==> config.mk <==
export PLATFORM = sky130hd
export DESIGN_NAME = ecc_lane_ctrl
export DESIGN_NICKNAME = d
export VERILOG_FILES = /design/src/rtl/ecc_lane_pkg.sv /design/src/rtl/ecclc_hamming_enc.sv /design/src/rtl/ecclc_hamming_fix.sv /design/src/rtl/ecclc_lane_steer.sv /design/src/rtl/ecc_lane_ctrl.sv
export SDC_FILE = /design/constraint.sdc
export NUM_CORES = 1
export LEC_CHECK = 0
export CORE_MARGIN = 1
export CORE_UTILIZATION = 35
export DETAILED_ROUTE_END_ITERATION = 10
export MAX_ROUTING_LAYER = met4
export SLEW_MARGIN = 20
export SYNTH_ARGS = -nofsm -noshare
export SYNTH_HDL_FRONTEND = slang
export SYNTH_HIERARCHICAL = 1
export SYNTH_SLANG_ARGS = --single-unit
==> constraint.sdc <==
create_clock -name clk -period 12 [get_ports clk]
set_input_delay 1.2 -clock clk [delete_from_list [all_inputs] [get_ports clk]]
set_output_delay 1.2 -clock clk [all_outputs]
set_load 0.02 [all_outputs]
==> src/rtl/ecc_lane_pkg.sv <==
`timescale 1ns/1ps
package ecc_lane_pkg;
    localparam int DATA_W  = 64;
    localparam int PAR_W   = 7;
    localparam int CODE_W  = DATA_W + PAR_W;
    localparam int BUS_W   = 16;
    localparam int BYTE_W  = 8;
    localparam int ADDR_W  = 21;
    localparam int WORD_AW = 18;
    localparam int HSEL_W  = $clog2(DATA_W / BUS_W);
    localparam int SEL_W   = $clog2(DATA_W / BYTE_W);

    typedef enum logic [1:0] {
        ST_IDLE,
        ST_FETCH,
        ST_CHECK,
        ST_COMMIT
    } ctl_state_t;

    // Codeword position (1-based) of data bit i; powers of two hold check bits.
    function automatic int unsigned data_pos(int unsigned i);
        int unsigned p;
        int unsigned n;
        p = 0;
        n = 0;
        for (int unsigned q = 1; q <= CODE_W; q++) begin
            if ((q & (q - 1)) != 0) begin
                if (n == i) p = q;
                n++;
            end
        end
        return p;
    endfunction

    // Data bits covered by check bit k.
    function automatic logic [DATA_W-1:0] cover_mask(int unsigned k);
        logic [DATA_W-1:0] m;
        int unsigned p;
        m = '0;
        for (int unsigned i = 0; i < DATA_W; i++) begin
            p = data_pos(i);
            m[i] = p[k];
        end
        return m;
    endfunction
endpackage

==> src/rtl/ecclc_hamming_enc.sv <==
`timescale 1ns/1ps
module ecclc_hamming_enc
    import ecc_lane_pkg::*;
(
    input  logic [DATA_W-1:0] data,
    output logic [PAR_W-1:0]  par
);
    for (genvar k = 0; k < PAR_W; k++) begin : g_par
        localparam logic [DATA_W-1:0] COVER = cover_mask(k);
        assign par[k] = ^(data & COVER);
    end
endmodule

==> src/rtl/ecclc_hamming_fix.sv <==
`timescale 1ns/1ps
module ecclc_hamming_fix
    import ecc_lane_pkg::*;
(
    input  logic [CODE_W-1:0] code,
    output logic [DATA_W-1:0] data_fix,
    output logic              syn_nz
);
    logic [PAR_W-1:0]  par_re;
    logic [PAR_W-1:0]  syn;
    logic [DATA_W-1:0] flip;

    ecclc_hamming_enc u_reenc (
        .data (code[DATA_W-1:0]),
        .par  (par_re)
    );

    assign syn = par_re ^ code[CODE_W-1:DATA_W];

    for (genvar i = 0; i < DATA_W; i++) begin : g_flip
        localparam int unsigned POS = data_pos(i);
        assign flip[i] = (syn == PAR_W'(POS));
    end

    assign data_fix = code[DATA_W-1:0] ^ flip;
    assign syn_nz   = (syn != '0);
endmodule

==> src/rtl/ecclc_lane_steer.sv <==
`timescale 1ns/1ps
module ecclc_lane_steer
    import ecc_lane_pkg::*;
(
    input  logic [DATA_W-1:0] word,
    input  logic [SEL_W-1:0]  lane_sel,
    input  logic              x8,
    input  logic [BUS_W-1:0]  wdata,
    output logic [BUS_W-1:0]  rd_lane,
    output logic [DATA_W-1:0] merged
);
    always_comb begin
        merged  = word;
        rd_lane = '0;
        if (x8) begin
            rd_lane[BYTE_W-1:0] = word[int'(lane_sel) * BYTE_W +: BYTE_W];
            merged[int'(lane_sel) * BYTE_W +: BYTE_W] = wdata[BYTE_W-1:0];
        end else begin
            rd_lane = word[int'(lane_sel[HSEL_W-1:0]) * BUS_W +: BUS_W];
            merged[int'(lane_sel[HSEL_W-1:0]) * BUS_W +: BUS_W] = wdata;
        end
    end
endmodule

==> src/rtl/ecc_lane_ctrl.sv <==
`timescale 1ns/1ps
module ecc_lane_ctrl
    import ecc_lane_pkg::*;
(
    input  logic               clk,
    input  logic               rst_n,
    input  logic               req_valid,
    output logic               req_ready,
    input  logic               req_write,
    input  logic               req_x8,
    input  logic [ADDR_W-1:0]  req_addr,
    input  logic [BUS_W-1:0]   req_wdata,
    output logic               rsp_valid,
    output logic [BUS_W-1:0]   rsp_rdata,
    output logic               rsp_corrected,
    output logic               arr_en,
    output logic               arr_we,
    output logic [WORD_AW-1:0] arr_addr,
    output logic [CODE_W-1:0]  arr_wdata,
    output logic [CODE_W-1:0]  arr_wmask,
    input  logic [CODE_W-1:0]  arr_rdata
);
    ctl_state_t state, state_nx;

    logic              q_write;
    logic              q_x8;
    logic [ADDR_W-1:0] q_addr;
    logic [BUS_W-1:0]  q_wdata;
    logic [CODE_W-1:0] commit_word;
    logic [CODE_W-1:0] commit_mask;

    logic [DATA_W-1:0] word_fix;
    logic              syn_nz;
    logic [SEL_W-1:0]  lane_sel;
    logic [BUS_W-1:0]  lane_rd;
    logic [DATA_W-1:0] merged;
    logic [PAR_W-1:0]  new_par;
    logic [CODE_W-1:0] new_code;
    logic [CODE_W-1:0] mask_nx;

    // Decode and correct the fetched word
    ecclc_hamming_fix u_fix (
        .code     (arr_rdata),
        .data_fix (word_fix),
        .syn_nz   (syn_nz)
    );

    // Lane select: high bit only in 8-bit mode
    assign lane_sel = q_x8 ? {q_addr[ADDR_W-1], q_addr[HSEL_W-1:0]}
                           : {1'b0, q_addr[HSEL_W-1:0]};

    ecclc_lane_steer u_lane (
        .word     (word_fix),
        .lane_sel (lane_sel),
        .x8       (q_x8),
        .wdata    (q_wdata),
        .rd_lane  (lane_rd),
        .merged   (merged)
    );

    ecclc_hamming_enc u_enc (
        .data (merged),
        .par  (new_par)
    );

    assign new_code = {new_par, merged};
    assign mask_nx  = arr_rdata ^ new_code;
    assign arr_addr = q_addr[WORD_AW+HSEL_W-1:HSEL_W];

    // State register
    always_ff @(posedge clk) begin
        if (!rst_n) state <= ST_IDLE;
        else        state <= state_nx;
    end

    // Next state
    always_comb begin
        state_nx = state;
        unique case (state)
            ST_IDLE:   if (req_valid) state_nx = ST_FETCH;
            ST_FETCH:  state_nx = ST_CHECK;
            ST_CHECK:  state_nx = (q_write && (mask_nx != '0)) ? ST_COMMIT : ST_IDLE;
            ST_COMMIT: state_nx = ST_IDLE;
        endcase
    end

    // Request and commit registers
    always_ff @(posedge clk) begin
        if (!rst_n) begin
            q_write     <= 1'b0;
            q_x8        <= 1'b0;
            q_addr      <= '0;
            q_wdata     <= '0;
            commit_word <= '0;
            commit_mask <= '0;
        end else begin
            if (state == ST_IDLE && req_valid) begin
                q_write <= req_write;
                q_x8    <= req_x8;
                q_addr  <= req_addr;
                q_wdata <= req_wdata;
            end
            if (state == ST_CHECK) begin
                commit_word <= new_code;
                commit_mask <= mask_nx;
            end
        end
    end

    // Outputs
    always_comb begin
        req_ready     = 1'b0;
        arr_en        = 1'b0;
        arr_we        = 1'b0;
        arr_wdata     = commit_word;
        arr_wmask     = '0;
        rsp_valid     = 1'b0;
        rsp_rdata     = '0;
        rsp_corrected = 1'b0;
        unique case (state)
            ST_IDLE:  req_ready = 1'b1;
            ST_FETCH: arr_en = 1'b1;
            ST_CHECK: begin
                if (!q_write) begin
                    rsp_valid     = 1'b1;
                    rsp_rdata     = lane_rd;
                    rsp_corrected = syn_nz;
                end
            end
            ST_COMMIT: begin
                arr_en    = 1'b1;
                arr_we    = 1'b1;
                arr_wmask = commit_mask;
            end
        endcase
    end

    // Assertions
    assert_busy_after_accept_R9: assert property (@(posedge clk) disable iff (!rst_n)
        req_valid && req_ready |=> !req_ready);
    assert_fetch_first_R4: assert property (@(posedge clk) disable iff (!rst_n)
        req_valid && req_ready |=> arr_en && !arr_we);
    assert_mask_nonzero_R7: assert property (@(posedge clk) disable iff (!rst_n)
        arr_we |-> arr_en && (arr_wmask != '0));
    assert_flag_with_data_R5: assert property (@(posedge clk) disable iff (!rst_n)
        rsp_corrected |-> rsp_valid);
    assert_flag_pulse_R5: assert property (@(posedge clk) disable iff (!rst_n)
        rsp_corrected |=> !rsp_corrected);
    assert_read_no_write_R5: assert property (@(posedge clk) disable iff (!rst_n)
        rsp_valid |=> !arr_we);
    assert_single_write_R6: assert property (@(posedge clk) disable iff (!rst_n)
        arr_we |=> !arr_we && req_ready);
endmodule

## After elaboration in Yosys (flattened, before gate mapping)

Index checks and enable logic that the tools add are counted.

- Register bits: 183
- Input port bits: 113
- Output and inout bits: 181
- Word-level logic and storage cells: 125

- Bitwise gates (word level): 3
- Mux-type cells: 19
- Shifts and indexed selects: 6
- Add/sub/neg operators: 2
- Reductions and logical operators: 20
- Eq/ne operators: 68

Operators by type and width:

| cell | count |
|---|---|
| XOR reduction 64 bit | 14 |
| equality test 7 x 6 -> 1 bit (second input constant) | 31 |
| bitwise mux 64 bit | 2 |
| equality test 7 x 5 -> 1 bit (second input constant) | 15 |
| 2-to-1 mux 71 bit | 1 |
| nonzero test 71 bit | 1 |
| bitwise XOR 71 bit | 1 |
| negator 6 -> 33 bit | 2 |
| 2-to-1 mux 64 bit | 1 |
| variable shift 16 x 33 -> 64 bit (first input constant) | 1 |
| variable shift 8 x 33 -> 64 bit (first input constant) | 1 |
| variable part select 16 x 33 -> 64 bit | 1 |
| variable part select 64 x 7 -> 16 bit | 1 |
| variable part select 64 x 7 -> 8 bit | 1 |
| variable part select 8 x 33 -> 64 bit | 1 |
| bitwise XOR 64 bit | 1 |
| equality test 7 x 4 -> 1 bit (second input constant) | 7 |
| equality test 7 bit (second input constant) | 7 |
| 2-to-1 mux 16 bit | 2 |
| equality test 7 x 3 -> 1 bit (second input constant) | 3 |
| 2-to-1 mux 8 bit | 2 |
| case mux 2 bit (4 select lines) | 1 |
| equality test 7 x 2 -> 1 bit (second input constant) | 1 |
| 2-to-1 mux 1 bit | 7 |
| other kinds (10) | 13 |

## Depth between registers and ports, before layout

Gate-level depths: netlist of run 1.

- Word-level depth: 12
- Gate-level depth with buffers: 21
- Depth with buffers taken out: 20

## By module

Netlist of run 1, hierarchy kept.

Modules (own cells, without submodules):

| module | cells each | instances | area an instance (um^2) | seq. area each (um^2) |
|---|---|---|---|---|
| ecc_lane_ctrl | 951 | 1 | 8159.1 | 3663.5 |
| ecclc_lane_steer | 394 | 1 | 3109.2 | 0.0 |
| ecclc_hamming_enc | 99 | 2 | 1208.7 | 0.0 |
| ecclc_hamming_fix | 169 | 1 | 1287.5 | 0.0 |

## Worst setup path before layout of run 1

Ideal clock, no wire load.

- Kind: input to register
- Start point: input port arr_rdata[28]
- End point: register state[0]
- Buffers on the path: 0
- Arrival time: 7041 ps
- Required time: 11880 ps
- Library setup time: 120 ps
- Stages: 20
- Slack: 4839 ps
- Cell sequence: xor3_2 xnor3_1 xnor3_1 xnor3_1 xnor2_2 nor4_4 nand2_1 xnor2_1 nor2b_1 a311oi_1 a31oi_1 xor3_2 xnor3_1 xnor3_1 xnor3_1 xnor2_1 nand4_1 or4_4 nor3_1 a21oi_1

- Word-level cells in the longest chain between the ends: 12
- Elaborated cells on any way between the ends: 84
- Those cells by class: eq/ne (64); mux (5); bitwise (3); reduce/logical (12)

RTL lines:

| what | line | source |
|---|---|---|
| from (decl) | ecc_lane_ctrl.sv:21 | `input logic [CODE_W-1:0] arr_rdata` |
| XOR reduction 64 bit (*) | ecclc_hamming_enc.sv:10 | `assign par[k] = ^(data & COVER);` |
| net u_fix.par_re[1] | ecclc_hamming_fix.sv:9 | `logic [PAR_W-1:0] par_re;` |
| bitwise XOR 7 bit (*) | ecclc_hamming_fix.sv:18 | `assign syn = par_re ^ code[CODE_W-1:DATA_W];` |
| equality test 7 x 6 -> 1 bit (*) | ecclc_hamming_fix.sv:22 | `assign flip[i] = (syn == PAR_W'(POS));` |
| bitwise XOR 64 bit (*) | ecclc_hamming_fix.sv:25 | `assign data_fix = code[DATA_W-1:0] ^ flip;` |
| net word_fix[32] | ecc_lane_ctrl.sv:32 | `logic [DATA_W-1:0] word_fix;` |
| bitwise mux 64 bit, on equally long branches | ecclc_lane_steer.sv:20, ecclc_lane_steer.sv:17 |  |
| 2-to-1 mux 64 bit (*) | ecclc_lane_steer.sv:15 | `if (x8) begin` |
| net merged[32] | ecc_lane_ctrl.sv:36 | `logic [DATA_W-1:0] merged;` |
| XOR reduction 64 bit (*) | ecclc_hamming_enc.sv:10 |  |
| net new_par[1] | ecc_lane_ctrl.sv:37 | `logic [PAR_W-1:0] new_par;` |
| bitwise XOR 71 bit (*) | ecc_lane_ctrl.sv:67 | `assign mask_nx = arr_rdata ^ new_code;` |
| nonzero test 71 bit (*) | ecc_lane_ctrl.sv:82 | `ST_CHECK: state_nx = (q_write && (mask_nx != '0)) ? ST_COMMIT : ST_IDLE;` |
| logical AND 1 bit (*) | ecc_lane_ctrl.sv:82 |  |
| 2-to-1 mux 2 bit (*) | ecc_lane_ctrl.sv:82 |  |
| case mux 2 bit (4 select lines) (*) | ecc_lane_ctrl.sv:79 | `unique case (state)` |
| to (signal assigned) | ecc_lane_ctrl.sv:73 | `else state <= state_nx;` |
| to (decl) | ecc_lane_ctrl.sv:23 | `ctl_state_t state, state_nx;` |

The timed path passes the listed nets; every way through them passes the cells marked *.
A chain may end at the register's enable or synchronous reset.

## Worst setup path after layout of run 1

- Start point: input port arr_rdata[25]
- End point: register state[0]

- Word-level cells in the longest chain between the ends: 12
- Elaborated cells on any way between the ends: 86
- Those cells by class: eq/ne (64); mux (5); bitwise (3); reduce/logical (14)

RTL lines:

| what | line |
|---|---|
| XOR reduction 64 bit (*) | ecclc_hamming_enc.sv:10 |
| net u_fix.par_re[4] | ecclc_hamming_fix.sv:9 |
| bitwise XOR 7 bit (*) | ecclc_hamming_fix.sv:18 |
| equality test 7 x 3 -> 1 bit (*) | ecclc_hamming_fix.sv:22 |
| bitwise XOR 64 bit (*) | ecclc_hamming_fix.sv:25 |
| net word_fix[3] | ecc_lane_ctrl.sv:32 |
| bitwise mux 64 bit, on equally long branches | ecclc_lane_steer.sv:20, ecclc_lane_steer.sv:17 |
| 2-to-1 mux 64 bit (*) | ecclc_lane_steer.sv:15 |
| net merged[3] | ecc_lane_ctrl.sv:36 |
| XOR reduction 64 bit (*) | ecclc_hamming_enc.sv:10 |
| net new_par[0] | ecc_lane_ctrl.sv:37 |
| bitwise XOR 71 bit (*) | ecc_lane_ctrl.sv:67 |
| nonzero test 71 bit (*) | ecc_lane_ctrl.sv:82 |
| logical AND 1 bit (*) | ecc_lane_ctrl.sv:82 |
| 2-to-1 mux 2 bit (*) | ecc_lane_ctrl.sv:82 |
| case mux 2 bit (4 select lines) (*) | ecc_lane_ctrl.sv:79 |

Marks and branches as above.

==> flow_metrics.py, run 1 <==
metrics = {
    "clocking": {
        "ctsHoldBuffers": 0,
        "cts_buffers": 17,
        "cts_resized": 0,
        "clk_latency_ns": 0.46,
        "postCtsSetupRepairBufs": 0,
        "cts_tree": "yes",
        "cts-root-buf": "clkbuf_16",
        "cts_num_sinks": 183,
        "clockBufferDepth": 2,
        "cts_max_level": 4,
        "path_clk_slew_ns": 0.07,
    },
    "detailed_routing": {
        "routed_via_density": 5.82,
        "ant_nets": 0,
        "via_count": 14300,
        "drtIter0Drc": 1699,
        "post_drt_wl_per_cell_um": 28.6,
        "dr.pass1.iters": 8,
        "drc": 0,
        "wirelength_mm": 70.4,
    },
    "grt": {
        "grt_max_degree": 103,
        "track_usage": 0.329,
        "grt.overflow.total": 0,
        "grt_first_pass_wirelength_mm": 100,
        "grt_pass1_vias": 13800,
        "antenna_found_initial": 4,
    },
    "finish": {
        "post-route-util": 0.450,
        "final_common_cell": "nand2_1",
        "layout.nets": 2029,
        "area_growth_pct": 26.5,
        "final_cell_mix": "nand2_1 (383), clkdlybuf4s50_1 (292), xnor2_1 (257)",
        "fillerInstances": 4123,
        "ff_latch_area_mm2": 0.00367,
        "drive_gt1_frac": 0.0926,
        "multi_input_area_mm2": 0.0106,
        "instances_no_fill": 2463,
    },
    "timing": {
        "finalSetupViolCount": 0,
        "rsz0062_at_grt": "no",
        "timing.fmax_ghz": 0.110,
        "worst_pin_slew_ns": 1.11,
        "skew_ns": 0.0127,
        "hold_violations": 0,
        "slew_headroom": 0.238,
        "drv_slew": 0,
        "min_period_over_period": 0.754,
        "period_minus_slack_ns": 9.05,
        "fin_tns_setup_ns": 0,
    },
    "die": {
        "ios": 294,
        "core_area_mm2": 0.0420,
        "die_area_mm2": 0.0436,
        "die_x_um": 209,
        "start_util": 0.356,
        "rows": 75,
        "die_h_um": 209,
    },
    "place": {
        "dp.cells": 2430,
        "hpwl_mm": 54.8,
        "io_buffers": 293,
        "gp_congestion": 1.04,
    },
    "yosys": {
        "synth_edf_count": 0,
        "ys_ff_latch": 183,
        "synth_fp_nets": 1831,
        "avgSynthCellArea_um2": 8.75,
        "yosys_warnings": 6,
        "synth_area_leader_cell": "dfxtp_1",
        "yosysSeqAreaShare": 0.245,
        "syn_inst": 1712,
        "synth_top_area_share": 0.245,
        "ys.flop_type": "dfxtp_1",
        "synth_area_mm2": 0.0150,
        "synth.distinct_cells": 63,
        "synth.area.top_cells": "dfxtp_1 (24%), xnor2_1 (15%), nand2_1 (9.6%)",
        "async_flop_share": 0,
    },
    "setup_path": {
        "end_kind": "flip-flop",
        "max_stage_delay_ns": 0.84,
        "critical_path_class": "input pin to flip-flop",
        "cpMostUsedCell": "xnor2_1",
        "critPathLaunch": "arr_rdata[25]",
        "path_max_fanout": 12,
        "cp_data_arrival_time_ns": 9.39,
        "cp_slowest_cell": "mux2i_1",
        "timing.rr.start": "q_x8",
        "start_kind": "input pin",
        "required_ns": 12.34,
        "cp_cell_sequence": "clkdlybuf4s50_1 > xnor2_1 > xnor3_1 > xor3_1 > xnor3_1 > xor2_1 > nor3_4 > nand2_1 > xnor2_1 > inv_1 > mux2i_1 > xnor2_1 > xnor2_1 > xnor3_1 > xnor3_1 > xnor2_1 > nand4_1 > or4_4 > nor3_1 > a21oi_1",
    },
    "pwr": {
        "vdd_ir_drop_max_uv": 174,
        "p_leak_uw": 0.00762,
        "powerDensity_mw_per_mm2": 224,
        "p_total_uw": 4250,
    },
    "worst_hold_path": {
        "hold_class": "flip-flop to flip-flop",
        "worstHoldStart": "arr_wdata[12]",
    },
    "run_status": {
        "outcome": "complete, no violations",
    },
    "job": {
        "maxCapViolations": 0,
    },
}
-- registers in the layout, indices dropped and copies added (netlist names) --
name,flops
arr_wdata,71
commit_mask,71
q_addr,21
q_wdata,16
state,2
q_write,1
q_x8,1
-- cell usage after synthesis, types with 29 or more instances --
cell      count
xnor3_1      44
o211a_1      71
buf_2        29
xor2_1       31
a21boi_0    104
mux4_2       31
xnor2_1     257
dfxtp_1     183
clkbuf_1     94
and3_1       82
nand2_1     383
inv_1        29
and2_1       31
-- power breakdown --
| part | total [uW] | switching [uW] | internal (uW) |
|---|---|---|---|
| Clock | 656 | 262 | 393 |
| Sequential | 686 | 37.2 | 649 |
| Combinational | 2910 | 1670 | 1230 |
-- worst max-delay path, delay by kind of cell --
| family | cells | cell delay, ns |
|---|---|---|
| xor gates and xnor gates | 11 | 4.75 |
| and+or+nand+nor | 5 | 1.72 |
| muxes | 1 | 0.84 |
| buffers and inverters | 2 | 0.76 |
| AOI/OAI and AO/OA | 1 | 0.09 |
-- through the flow --
stage | setup slack, ns | instance area [um^2] | hold WS (ns)
2_1_floorplan | 4.84 | 15000 | 0.435
3_3_place_gp | 2.26 | 18200 | 0.443
3_5_place_dp | 2.46 | 18300 | 0.451
4_1_cts | 2.93 | 18900 | 0.464
5_1_grt | 2.88 | 18900 | 0.485
6_report | 2.95 | 18900 | 0.465
-- final timing paths --
kind                        end  slack (ns)  cells after the start
setup / recovery       state[0]        2.95                     20
hold / removal    arr_wdata[12]        0.46                      2
setup reg to reg       state[0]        5.28                     15
hold reg to reg   arr_wdata[12]        0.46                      2
-- logic make-up (layout without fill, tap and decap cells) --
kind of cell    count (synthesis)  count (layout)  share of synthesized area
simple gates                  616             616                      0.203
mux                            43              43                     0.0547
other cells                     0               1                          0
buf+inv                       186             397                     0.0541
fa+ha+maj                       6               6                    0.00501
compound gates                332             332                      0.187
xor+xnor                      346             346                      0.252
flops                         183             183                      0.245
-- routing by layer --
metal / share of wire / track usage
met5: 0 / -
met4: 0.042 / 0.130
met3: 0.089 / 0.0699
met2: 0.44 / 0.496
met1: 0.43 / 0.427
-- layout make-up --
type / instances / area share
sequential: 183 / 0.194
clock inverter: 14 / 0.0128
tap: 539 / 0.0356
clock buffer: 18 / 0.0227
antenna: 1 / 0.000132
timing repair buffer: 336 / 0.172
inverter: 29 / 0.00575
multi-input combinational: 1343 / 0.557
(Power assumes the default switching activity.)
==> inputs of run 2 (changes only) <==
- clock period: 12 -> 8.65 ns (I/O delays scaled with it)
==> run 2 against run 1 <==
Effect of this change:
- critical path type unchanged
- largest power group unchanged
- register-to-register slack got worse by 3.0 ns
- sequential cell count unchanged
- largest cell class unchanged
- sequential power increased by 38%
==> flow_metrics.py, run 2 (synthesized netlist as in run 1, its figures left out) <==
metrics = {
    "timing": {
        "hold_violations": 0,
        "timing.fmax_ghz": 0.127,
        "fin_ws_ns": 0.761,
        "rsz0062_at_grt": "no",
        "drv_slew": 0,
        "min_period_over_period": 0.912,
        "period_minus_slack_ns": 7.89,
        "worst_pin_slew_ns": 1.10,
        "slew_headroom": 0.263,
        "fin_tns_setup_ns": 0,
        "finalSetupViolCount": 0,
        "skew_ns": 0.0196,
    },
    "setup_path": {
        "cp_slowest_cell": "a31oi_1",
        "endpoint": "state[1]",
        "timing.rr.start": "q_x8",
        "start_kind": "input pin",
        "r2r_cells": 18,
        "cpMostUsedCell": "xnor3_1",
        "critPathLaunch": "arr_rdata[28]",
        "rr_endpoint": "state[1]",
        "rrSetupSlack_ns": 2.26,
        "cp_data_arrival_time_ns": 8.27,
        "required_ns": 9.03,
        "cp_cell_sequence": "clkdlybuf4s50_1 > xor3_2 > xnor3_1 > xnor3_1 > xnor3_1 > xnor2_2 > nor4_4 > nand2_1 > xnor2_1 > nor2b_1 > a311oi_1 > a31oi_1 > xnor2_2 > xnor3_1 > xnor3_1 > xnor3_1 > xnor2_1 > nand4_1 > or4_4 > nor3_2 > a21oi_1",
        "critical_path_class": "input pin to flip-flop",
        "path_max_fanout": 8,
        "end_kind": "flip-flop",
        "max_stage_delay_ns": 0.60,
    },
    "detailed_routing": {
        "ant_nets": 0,
        "wirelength_mm": 71.2,
        "post_drt_wl_per_cell_um": 27.6,
        "drc": 0,
        "via_count": 14600,
        "drtIter0Drc": 1489,
        "dr.pass1.iters": 6,
        "routed_via_density": 5.66,
    },
    "grt": {
        "track_usage": 0.335,
        "antenna_found_initial": 1,
        "grt_pass1_vias": 14100,
        "grt_max_degree": 98,
        "grt.overflow.total": 0,
        "grt_first_pass_wirelength_mm": 101,
    },
    "clocking": {
        "clockBufferDepth": 2,
        "path_clk_slew_ns": 0.07,
        "ctsHoldBuffers": 0,
        "cts_resized": 0,
        "cts_num_sinks": 183,
        "cts_buffers": 17,
        "cts_max_level": 4,
        "cts-root-buf": "clkbuf_16",
        "cts_tree": "yes",
        "postCtsSetupRepairBufs": 0,
        "clk_latency_ns": 0.50,
    },
    "place": {
        "dp.cells": 2547,
        "hpwl_mm": 56.7,
        "pre_cts_ws_ns": 0.290,
        "io_buffers": 293,
        "gp_congestion": 1.02,
    },
    "run_status": {
        "outcome": "complete, no violations",
    },
    "finish": {
        "drive_gt1_frac": 0.142,
        "fillerInstances": 4125,
        "layout.nets": 2146,
        "area_growth_pct": 32.0,
        "final_cell_mix": "nand2_1 (383), clkdlybuf4s50_1 (292), xnor2_1 (257)",
        "post-route-util": 0.470,
        "instances_no_fill": 2579,
        "final_common_cell": "nand2_1",
        "ff_latch_area_mm2": 0.00367,
        "multi_input_area_mm2": 0.0105,
    },
    "job": {
        "maxCapViolations": 0,
    },
    "die": {
        "core_area_mm2": 0.0420,
        "ios": 294,
        "start_util": 0.356,
        "die_area_mm2": 0.0436,
        "die_x_um": 209,
        "die_h_um": 209,
        "rows": 75,
    },
    "pwr": {
        "powerDensity_mw_per_mm2": 331,
        "p_total_uw": 6550,
        "p_leak_uw": 0.00817,
        "vdd_ir_drop_max_uv": 358,
    },
    "worst_hold_path": {
        "hold_class": "flip-flop to flip-flop",
        "worstHoldStart": "q_addr[9]",
    },
}
run 2: changes by cell type in the layout (fill, tap and decap cells not counted), moves of 2 or more:
cell	before	now
clkbuf_1	1	3
buf_4	43	160
inv_6	4	0
bufinv_16	6	4
clkbuf_8	0	4
a221oi_1	22	24
a221oi_2	2	0
run 2: through the flow:
step / cell area, um^2 / hold WS [ns]
after floorplan: 15000 / 0.435
after detailed placement: 19100 / 0.450
final: 19800 / 0.457
after global placement: 19100 / 0.441
after CTS: 19800 / 0.460
after global routing: 19800 / 0.472
run 2: worst max-delay path: cells and delay by family:
kind | cells | cell delay, ns
xor gates and xnor gates | 11 | 4.47
AOI/OAI and AO/OA | 3 | 0.75
buffers and inverters | 1 | 0.55
and+or+nand+nor | 6 | 1.64
run 2: area by class of cell:
type | instances | share of cell area
inverters | 29 | 0.00551
repair buffers | 453 | 0.210
diodes | 1 | 0.000127
well taps | 539 | 0.0341
multi-input cells | 1343 | 0.533
clock buffers | 24 | 0.0249
clock inverters | 7 | 0.00715
flip-flops and latches | 183 | 0.186
run 2: how the worst min path moves through the flow:
stage / end / slack (ns) / cells past startpoint
2_1_floorplan: q_addr[10] / 0.44 / 2
3_3_place_gp: q_addr[5] / 0.44 / 2
3_5_place_dp: q_addr[10] / 0.45 / 2
4_1_cts: q_addr[9] / 0.46 / 2
5_1_grt: q_addr[5] / 0.47 / 2
6_report: q_addr[9] / 0.46 / 2
run 2: routing by layer:
layer,vias up,part of all wire,GRT usage
met5,-,0,-
li1,6608,-,-
met1,7102,0.42,0.427
met4,0,0.043,0.148
met2,730,0.44,0.498
met3,167,0.090,0.0860
run 2: report_power, final:
group	switching [uW]	internal [uW]
Clock	342	511
Sequential	45.4	901
Combinational	2530	2220
==> inputs of run 3 (changes only) <==
- CTS_BUF_LIST: not set -> sky130_fd_sc_hd__clkbuf_4 sky130_fd_sc_hd__clkbuf_8
==> run 3 against run 2 <==
Effect of this change:
- clock power fell by 22%
- maximum frequency rose by 0.16%
- setup slack improved by 0.013 ns
- combinational power barely moved
- first-iteration DRC count fell by 7.0%
- utilization fell by 0.42 points
- clock skew rose by 0.0020 ns
- sequential cell count did not move
- cell count barely moved
- register-to-register slack barely moved
- worst hold slack improved by 0.0030 ns
- die area did not move
==> flow_metrics.py, run 3 (synthesized netlist as in run 1, its figures left out) <==
metrics = {
    "pwr": {
        "p_leak_uw": 0.00809,
        "p_total_uw": 6360,
        "powerDensity_mw_per_mm2": 325,
        "vdd_ir_drop_max_uv": 357,
    },
    "timing": {
        "min_period_over_period": 0.911,
        "worst_pin_slew_ns": 1.17,
        "fin_ws_ns": 0.774,
        "hold_violations": 0,
        "drv_slew": 0,
        "skew_ns": 0.0216,
        "finalSetupViolCount": 0,
        "period_minus_slack_ns": 7.88,
        "fin_tns_setup_ns": 0,
        "rsz0062_at_grt": "no",
        "timing.fmax_ghz": 0.127,
        "slew_headroom": 0.210,
    },
    "die": {
        "start_util": 0.356,
        "ios": 294,
        "die_x_um": 209,
        "core_area_mm2": 0.0420,
        "die_h_um": 209,
        "rows": 75,
        "die_area_mm2": 0.0436,
    },
    "grt": {
        "grt.overflow.total": 0,
        "track_usage": 0.335,
        "grt_pass1_vias": 14100,
        "grt_first_pass_wirelength_mm": 101,
        "antenna_found_initial": 2,
        "grt_max_degree": 98,
    },
    "clocking": {
        "ctsHoldBuffers": 0,
        "cts-root-buf": "clkbuf_8",
        "cts_tree": "yes",
        "cts_num_sinks": 183,
        "postCtsSetupRepairBufs": 0,
        "clockBufferDepth": 2,
        "clk_latency_ns": 0.56,
        "cts_buffers": 17,
        "cts_resized": 0,
        "path_clk_slew_ns": 0.09,
        "cts_max_level": 4,
    },
    "setup_path": {
        "cp_data_arrival_time_ns": 8.32,
        "path_max_fanout": 8,
        "cpMostUsedCell": "xnor3_1",
        "start_kind": "input pin",
        "critical_path_class": "input pin to flip-flop",
        "required_ns": 9.10,
        "end_kind": "flip-flop",
        "max_stage_delay_ns": 0.61,
        "cp_slowest_cell": "a31oi_1",
        "cp_cell_sequence": "clkdlybuf4s50_1 > xor3_2 > xnor3_1 > xnor3_1 > xnor3_1 > xnor2_2 > nor4_4 > nand2_1 > xnor2_1 > nor2b_1 > a311oi_1 > a31oi_1 > xnor2_2 > xnor3_1 > xnor3_1 > xnor3_1 > xnor2_1 > nand4_1 > or4_4 > nor3_2 > a21oi_1",
    },
    "detailed_routing": {
        "drc": 0,
        "wirelength_mm": 71.1,
        "ant_nets": 0,
        "drtIter0Drc": 1385,
        "via_count": 14500,
        "routed_via_density": 5.63,
        "post_drt_wl_per_cell_um": 27.6,
        "dr.pass1.iters": 6,
    },
    "finish": {
        "post-route-util": 0.466,
        "area_growth_pct": 30.8,
        "final_cell_mix": "nand2_1 (383), clkdlybuf4s50_1 (292), xnor2_1 (257)",
        "drive_gt1_frac": 0.143,
        "fillerInstances": 4139,
        "final_common_cell": "nand2_1",
        "layout.nets": 2146,
    },
    "place": {
        "pre_cts_ws_ns": 0.290,
        "io_buffers": 293,
        "hpwl_mm": 56.7,
        "gp_congestion": 1.02,
    },
    "worst_hold_path": {
        "hold_class": "flip-flop to flip-flop",
    },
    "job": {
        "maxCapViolations": 0,
    },
    "run_status": {
        "outcome": "complete, no violations",
    },
}
run 3: cell types whose count changed in the layout (fill, tap and decap cells not counted):
cell / delta
clkbuf_16: -17
clkbuf_4: +3
diode_2: +1
clkbuf_8: +17
clkbuf_1: -3
run 3: path summary, 6_finish.rpt:
kind | endpoint | depth (start not counted) | start | slack (ns)
min reg2reg | q_addr[9] | 2 | q_addr[9] | 0.46
max reg2reg | state[1] | 18 | q_x8 | 2.26
max | state[1] | 21 | arr_rdata[28] | 0.77
min | q_addr[9] | 2 | q_addr[9] | 0.46
run 3: power breakdown:
group	leakage, uW	internal (uW)	switching (uW)	total, uW
clock	0.000230	353	314	667
combinational	0.00637	2220	2530	4750
sequential	0.00149	900	44.8	945
run 3: cell type report:
type,instances,area [um^2],share of cell area
well taps,539,674,0.0344
clock buffers,24,312,0.0159
diodes,2,5.00,0.000255
flip-flops and latches,183,3670,0.187
inverters,29,109,0.00556
clock inverters,7,141,0.00722
repair buffers,453,4140,0.212
multi-input cells,1343,10500,0.538
run 3: metrics by stage:
step	std cells	hold slack [ns]	area, um^2
final	2580	0.460	19600
after global routing	2580	0.476	19600
after CTS	2578	0.464	19600
after global placement	2547	0.441	19100
after detailed placement	2547	0.450	19100
after floorplan	1712	0.435	15000
run 3: routing by layer:
metal / global-route usage / vias up / share of wire
li1: - / 6610 / -
met1: 0.425 / 7061 / 0.43
met5: - / - / 0
met4: 0.159 / 0 / 0.046
met2: 0.491 / 703 / 0.44
met3: 0.0914 / 164 / 0.088
run 3: worst max-delay path: cells and delay by family:
kind / cells / cell delay [ns]
XOR/XNOR: 11 / 4.49
buffers and inverters: 1 / 0.55
AO/OA/AOI/OAI: 3 / 0.75
AND/OR/NAND/NOR: 6 / 1.64
